$ cat config.mk
export PLATFORM = sky130hd
export DESIGN_NAME = slot_rx_tap
export DESIGN_NICKNAME = d
export VERILOG_FILES = /design/src/rtl/slot_rx_tap.sv
export SDC_FILE = /design/constraint.sdc
export NUM_CORES = 1
export LEC_CHECK = 0
export BUFFER_PORTS_ARGS = -buffer_cell sky130_fd_sc_hd__buf_2
export CORE_MARGIN = 4
export CORE_UTILIZATION = 51
export DETAILED_ROUTE_END_ITERATION = 8
export PLACE_DENSITY = 0.86
export SYNTH_ARGS = -nofsm -noshare
export SYNTH_HDL_FRONTEND = slang
export SYNTH_SLANG_ARGS = --single-unit
$ cat constraint.sdc
create_clock -name clk -period 2.2 [get_ports clk]
set_input_delay 0.11 -clock clk [delete_from_list [all_inputs] [get_ports clk]]
set_output_delay 0.11 -clock clk [all_outputs]
set_load 0.005 [all_outputs]
$ cat src/rtl/slot_rx_tap.sv
module slot_rx_tap #(
  parameter int SLOTS     = 4,
  parameter int SLOT_BITS = 8
) (
  input  logic                       clk,
  input  logic                       rst_n,
  input  logic                       frame_sync,
  input  logic                       line_bit,
  input  logic                       rx_en,
  input  logic [$clog2(SLOTS)-1:0]   cfg_slot,
  input  logic [1:0]                 cfg_chunk,
  input  logic                       cfg_bypass,
  input  logic                       cfg_transparent,
  input  logic                       cpu_we,
  input  logic [1:0]                 cpu_addr,
  input  logic [31:0]                cpu_wdata,
  output logic [31:0]                cpu_rdata,
  output logic                       irq,
  output logic                       out_valid,
  output logic [31:0]                out_data
);
  localparam int FB = SLOTS * SLOT_BITS;
  localparam int PW = $clog2(FB);
  localparam int BW = $clog2(SLOT_BITS);

  logic [PW-1:0] pos_q, pos;
  logic          in_slot, slot_head, take, done;
  logic          active_q, primed, copy_q, sts_q, msk_q;
  logic [5:0]    cnt, len;
  logic [31:0]   sh, nxt, rd_q, wr_q, lmask;

  assign pos       = frame_sync ? '0 : pos_q;
  assign in_slot   = (pos[PW-1:BW] == cfg_slot);
  assign slot_head = in_slot && (pos[BW-1:0] == '0);
  assign take      = rx_en && in_slot && (active_q || (cfg_transparent ? slot_head : 1'b1));
  assign len       = (cfg_chunk == 2'd0) ? 6'd8 : (cfg_chunk == 2'd1) ? 6'd16 : 6'd32;
  assign lmask     = (cfg_chunk == 2'd0) ? 32'h0000_00FF :
                     (cfg_chunk == 2'd1) ? 32'h0000_FFFF : 32'hFFFF_FFFF;
  assign nxt       = {sh[30:0], line_bit};
  assign done      = take && (cnt + 6'd1 == len);
  assign irq       = sts_q & msk_q;

  always_comb begin
    case (cpu_addr)
      2'd0:    cpu_rdata = rd_q;
      2'd1:    cpu_rdata = wr_q;
      2'd2:    cpu_rdata = {31'd0, sts_q};
      default: cpu_rdata = {31'd0, msk_q};
    endcase
  end

  always_ff @(posedge clk) begin
    if (!rst_n) begin
      pos_q     <= '0;
      active_q  <= 1'b0;
      primed    <= 1'b0;
      copy_q    <= 1'b0;
      cnt       <= '0;
      sh        <= '0;
      rd_q      <= '0;
      wr_q      <= '0;
      sts_q     <= 1'b0;
      msk_q     <= 1'b0;
      out_valid <= 1'b0;
      out_data  <= '0;
    end else begin
      pos_q <= (pos == PW'(FB - 1)) ? '0 : pos + 1'b1;

      if (!rx_en) begin
        active_q <= 1'b0;
        primed   <= 1'b0;
        cnt      <= '0;
        sh       <= '0;
      end else if (take) begin
        active_q <= 1'b1;
        if (done) begin
          cnt    <= '0;
          sh     <= '0;
          primed <= 1'b1;
        end else begin
          cnt <= cnt + 6'd1;
          sh  <= nxt;
        end
      end

      out_valid <= done && (cfg_bypass || primed);
      copy_q    <= done;
      if (done) begin
        out_data <= cfg_bypass ? nxt : (wr_q & lmask);
        rd_q     <= nxt;
      end

      if (cpu_we && cpu_addr == 2'd1) wr_q <= cpu_wdata;
      else if (copy_q)                wr_q <= rd_q;

      if (done)                                         sts_q <= 1'b1;
      else if (cpu_we && cpu_addr == 2'd2 && cpu_wdata[0]) sts_q <= 1'b0;

      if (cpu_we && cpu_addr == 2'd3) msk_q <= cpu_wdata[0];
    end
  end
endmodule

After elaboration in Yosys (flattened, before gate mapping)
Cells that the tools add are included.

operators by class
  $add $sub $neg = 2
  equality and inequality tests = 7
  multiplexer cells = 14
  bitwise logic cells = 3
  reductions and logical operators = 19

operator list
  cell                                                  number
  two-way mux 32 bit                                    5
  case mux 32 bit (3 select lines)                      1
  bitwise AND 32 bit                                    1
  two-way mux 31 bit                                    1
  two-way mux 6 bit                                     3
  logical AND 1 bit                                     9
  adder 6 x 1 -> 6 bit (second input constant)          1
  equality test 6 bit                                   1
  adder 5 x 1 -> 5 bit (second input constant)          1
  equality test 5 bit (second input constant)           1
  two-way mux 5 bit                                     1
  equality test 2 x 1 -> 1 bit (second input constant)  2
  equality test 2 bit (second input constant)           2
  zero test 2 bit                                       2
  AND reduction 2 bit                                   2
  nonzero test 2 bit                                    2
  zero test 3 bit                                       1
  two-way mux 1 bit                                     3
  equality test 2 bit                                   1
  logical OR 1 bit                                      2
  OR reduction 2 bit                                    1
  bitwise AND 1 bit                                     1
  inverter 1 bit                                        1

word-level totals
  bits in registers = 144
  input bits = 46
  output and inout bits = 66

Longest topological paths before layout
  depth in word-level cells = 8
  depth in mapped cells = 9

Least setup slack after synthesis
No wires, ideal clock.

  kind = register to register
  from = register pos_q[0]
  to = register out_data[0]
  arrival = 1.937 ns
  data required time = 2.128 ns
  slack = 0.191 ns
  stages on the path, launching flop included = 10
  path through = dfxtp_1 nand2b_1 ha_1 clkinv_1 o211a_1 or3_4 a2111oi_4 buf_6 buf_12 mux2i_1

between the ends
  longest elaborated chain between the ends = 7

ends and longest elaborated chain
  element                 line  RTL
  from (decl)             26    logic [PW-1:0] pos_q, pos;
  from (signal assigned)  67    pos_q <= (pos == PW'(FB - 1)) ? '0 : pos + 1'b1;
  two-way mux 5 bit       32    assign pos = frame_sync ? '0 : pos_q;
  zero test 3 bit         34    assign slot_head = in_slot && (pos[BW-1:0] == '0);
  logical AND 1 bit       34
  two-way mux 1 bit       35    assign take = rx_en && in_slot && (active_q || (cfg_transparent ? slot_head : 1'b1));
  logical OR 1 bit        35
  logical AND 1 bit       35
  logical AND 1 bit       40    assign done = take && (cnt + 6'd1 == len);
  to (signal assigned)    89    out_data <= cfg_bypass ? nxt : (wr_q & lmask);
  to (decl)               20    output logic [31:0] out_data

Every way passes these cells.
A chain may end at the register's enable or synchronous reset.

Final worst setup path
  from = register pos_q[4]
  to = register out_data[9]

between the ends
  longest elaborated chain between the ends = 7
  elaborated cells on any way between the ends = 8
  those cells by class = 1 x eq/ne; 2 x mux; 5 x reduce/logical

ends and longest elaborated chain
  element                line  RTL
  two-way mux 5 bit *    32
  equality test 2 bit *  33    assign in_slot = (pos[PW-1:BW] == cfg_slot);
  logical AND 1 bit      34
  two-way mux 1 bit      35
  logical OR 1 bit       35
  logical AND 1 bit *    35
  logical AND 1 bit *    40

Mark *: on every way between the ends. The rest lies on a longest branch, timed or not.

==> insert_results.sql <==
INSERT INTO impl_metrics (metric_group, metric, value, unit) VALUES
('detailed_routing', 'post_dr_wirelength_cell', '16.9', 'um'),
('cts', 'worstSkewPairLatency', '430', 'ps'),
('logic_synthesis', 'synth_area_leaders', 'sky130_fd_sc_hd__dfxtp_1 41%, sky130_fd_sc_hd__mux2i_1 18%, sky130_fd_sc_hd__nand2_1 11%', ''),
('sta', 'timing.final.setup_violations', '1', ''),
('detailed_routing', 'drt_drc_violations_left', '0', ''),
('global_route', 'first_global_vias', '5847', ''),
('power', 'maximum_resistive_drop_on_vdd', '0.570', 'mV'),
('floorplan', 'start_util', '52.6', '%'),
('status', 'run_status', 'finished, violations left', ''),
('logic_synthesis', 'synth_fp_nets', '846', ''),
('cts', 'cts.path.max_buffers', '2', ''),
('sta', 'final.setup.tns', '-3.23', 'ps'),
('floorplan', 'chipHeight', '126', 'um'),
('detailed_routing', 'vias_per_cell', '5.60', ''),
('logic_synthesis', 'synth_top_flop_cell', 'sky130_fd_sc_hd__dfxtp_1', ''),
('logic_synthesis', 'syn_avg_cell_area', '8.87', 'sq um'),
('placed_design', 'place.port_buffers', '111', ''),
('final_layout', 'num-nets-final', '980', ''),
('global_route', 'grt.total_usage', '22.4', '%'),
('global_route', 'grtUsageMet2', '36.7', '%'),
('global_route', 'grt_most_used_layer', 'met2', ''),
('detailed_routing', 'final_antenna_net_count', '0', ''),
('min_path', 'holdCritPathClass', 'in2reg', ''),
('placed_design', 'routabilityCongestion', '0.795', ''),
('status', 'violations_in_the_final_reports', 'negative setup slack', ''),
('detailed_routing', 'total_number_of_vias', '6262', ''),
('logic_synthesis', 'synth_cell_types', '45', ''),
('logic_synthesis', 'synth_enable_flop_cells', '0', ''),
('sta', 'relSlewSlack', '52.3', '%'),
('sta', 'max_clock_freq', '0.454', 'GHz'),
('final_layout', 'finalCoreUtilization', '67.3', '%'),
('final_layout', 'areaGrowthSynthToFinish', '27.9', '%'),
('sta', 'worst_slack', '-3.23', 'ps'),
('setup_path', 'cp-end-kind', 'flop', ''),
('logic_synthesis', 'cells_after_synth', '795', ''),
('sta', 'period_needed', '2200', 'ps'),
('detailed_routing', 'firstDrtPassIters', '5', ''),
('setup_path', 'start_kind', 'flop', ''),
('logic_synthesis', 'yosysWarnings', '0', ''),
('placed_design', 'numPlacedInstances', '1038', ''),
('global_route', 'gr-total-overflow', '0', ''),
('setup_path', 'timing.setup.critical_path_class', 'reg2reg', ''),
('detailed_routing', 'totalWireLength', '18.9', 'mm'),
('logic_synthesis', 'synth_top_cells_by_count', '211 x sky130_fd_sc_hd__nand2_1, 144 x sky130_fd_sc_hd__dfxtp_1, 129 x sky130_fd_sc_hd__mux2i_1', ''),
('global_route', 'globalRouteMet3Util', '4.86', '%'),
('logic_synthesis', 'synth_top_area_cell', 'sky130_fd_sc_hd__dfxtp_1', ''),
('logic_synthesis', 'yosys.cell_count.top_type', 'sky130_fd_sc_hd__nand2_1', ''),
('cts', 'cts_tree', 'done', ''),
('logic_synthesis', 'area_fraction_of_the_dominant_cell_type_after_synthesis', '40.9', '%'),
('sta', 'worst-slew-pin-transition', '716', 'ps'),
('power', 'static-leakage-power', '3.83', 'nW'),
('power', 'power.density_cell_area', '679', 'nW/um^2'),
('final_layout', 'finish.cell_count_without_fillers', '1118', ''),
('global_route', 'antenna_violations_before_repair', '0', ''),
('setup_path', 'critPathMaxFanout', '5', ''),
('detailed_routing', 'drt-initial-drc-count', '491', ''),
('sta', 'finalHoldViolations', '0', ''),
('cts', 'clock_tree.htree_level_count', '4', ''),
('setup_path', 'arrival', '2550', 'ps'),
('placed_design', 'dp_hpwl', '10.7', 'mm'),
('floorplan', 'num_rows', '42', ''),
('logic_synthesis', 'synth.yosys.seq_area_share', '40.9', '%'),
('sta', 'grt_setup_unrepaired', 'yes', ''),
('global_route', 'grt_start_max_net_pins', '167', ''),
('run', 'number_of_maximum_capacitance_violations', '0', ''),
('cts', 'root_buffer', 'sky130_fd_sc_hd__clkbuf_16', ''),
('floorplan', 'io-pin-count', '112', ''),
('cts', 'numCtsBuffers', '17', ''),
('sta', 'finalClockSkew', '7.75', 'ps'),
('global_route', 'use_met1', '28.5', '%'),
('final_layout', 'antenna-diode-count', '0', '');
cell families (layout without fill, tap and decap cells):
kind of cell	Yosys count	count (layout)	synth area share (%)
buf+inv	78	225	5.91
xor+xnor	8	8	0.994
mux	138	138	19.9
fa+ha+maj	5	5	0.887
compound gates	105	105	12.5
simple gates	317	317	18.9
flops	144	144	40.9
final timing paths:
kind	start	endpoint	slack [ps]	depth (start not counted)
setup reg to reg	pos_q[4]	out_data[9]	-3	8
hold / removal	frame_sync	pos_q[3]	20	3
setup / recovery	pos_q[4]	out_data[9]	-3	8
hold reg to reg	out_data[14]	out_data[14]	450	2
layout by cell type (no fill, tap or decap), types with 3 or more instances in the layout:
cell,synthesis,routed
sky130_fd_sc_hd__clkbuf_8,0,5
sky130_fd_sc_hd__dfxtp_1,144,137
sky130_fd_sc_hd__and2_1,4,4
sky130_fd_sc_hd__nor3_1,3,3
sky130_fd_sc_hd__clkinvlp_4,0,3
sky130_fd_sc_hd__buf_2,6,110
sky130_fd_sc_hd__clkbuf_16,0,21
sky130_fd_sc_hd__buf_12,6,5
sky130_fd_sc_hd__nand2_1,211,211
sky130_fd_sc_hd__o2bb2ai_2,0,3
sky130_fd_sc_hd__o211a_1,34,34
sky130_fd_sc_hd__mux2i_1,129,128
sky130_fd_sc_hd__nand2b_1,4,3
sky130_fd_sc_hd__bufinv_16,0,3
sky130_fd_sc_hd__o2bb2ai_1,33,30
sky130_fd_sc_hd__ha_1,5,3
sky130_fd_sc_hd__inv_1,8,8
sky130_fd_sc_hd__o21ai_0,25,25
sky130_fd_sc_hd__buf_4,0,22
sky130_fd_sc_hd__buf_6,1,6
sky130_fd_sc_hd__dfxtp_2,0,5
sky130_fd_sc_hd__nand3_1,38,37
sky130_fd_sc_hd__o21a_1,3,3
sky130_fd_sc_hd__xnor2_1,6,5
sky130_fd_sc_hd__mux2_2,8,8
sky130_fd_sc_hd__nor2b_1,5,5
sky130_fd_sc_hd__nor2_1,37,36
sky130_fd_sc_hd__dlygate4sd3_1,0,33
per-stage QoR:
step                total power [W]  worst slack, ps  hold slack (ps)  instance area, sq um
floorplan                   0.00296              191              189                  7050
global placement            0.00308            -22.5              351                  7700
detailed placement          0.00309            -85.4              354                  7700
CTS                         0.00612            -35.7             3.20                  8760
global route                0.00631             -102             36.5                  9020
finish                      0.00612            -3.23             17.8                  9020
power breakdown:
group	leakage (nW)	total [W]	switching (W)	internal [W]
combinational	2.36	0.000422	0.000238	0.000184
clock	0.299	0.00303	0.00110	0.00193
sequential	1.17	0.00267	0.0000284	0.00264
repair_timing:
action / in CTS / in global routing
endpoints found under the hold margin: 35 / 0
endpoints found under the setup margin: 78 / 101
cloned: 2 / 7
gates resized for setup: 5 / 33
pin swaps: 0 / 3
hold buffers: 33 / 0
setup buffers: 3 / 3
state kept, by name, indices dropped and copies added, names as in the netlist:
signal	count
active_q	1
cnt	6
copy_q	1
msk_q	1
out_data	32
out_valid	1
pos_q	5
primed	1
rd_q	32
sh	31
sts_q	1
wr_q	32
layer usage:
layer	vias up	wire, um
met5	-	0
met4	0	455
met1	2981	8170
met2	230	9260
met3	49	1060
li1	3002	-
final cells by class:
| class | count | area, sq um |
|---|---|---|
| repair buffers | 184 | 1400 |
| clock inverters | 8 | 126 |
| clock buffers | 24 | 502 |
| inverters | 9 | 33.8 |
| flip-flops and latches | 144 | 2900 |
| well taps | 176 | 220 |
| fillers | 970 | 4380 |
| multi-input cells | 573 | 3840 |
worst max-delay path: stages, from the launching register on:
cell and delay [ps]:
sky130_fd_sc_hd__dfxtp_1 310, sky130_fd_sc_hd__nor2b_1 120, sky130_fd_sc_hd__o32a_1 410, sky130_fd_sc_hd__or3_4 390
sky130_fd_sc_hd__a2111oi_4 220, sky130_fd_sc_hd__buf_6 180, sky130_fd_sc_hd__buf_8 150, sky130_fd_sc_hd__clkbuf_16 160
sky130_fd_sc_hd__mux2i_1 190
Power figures use the tool's default switching activity.
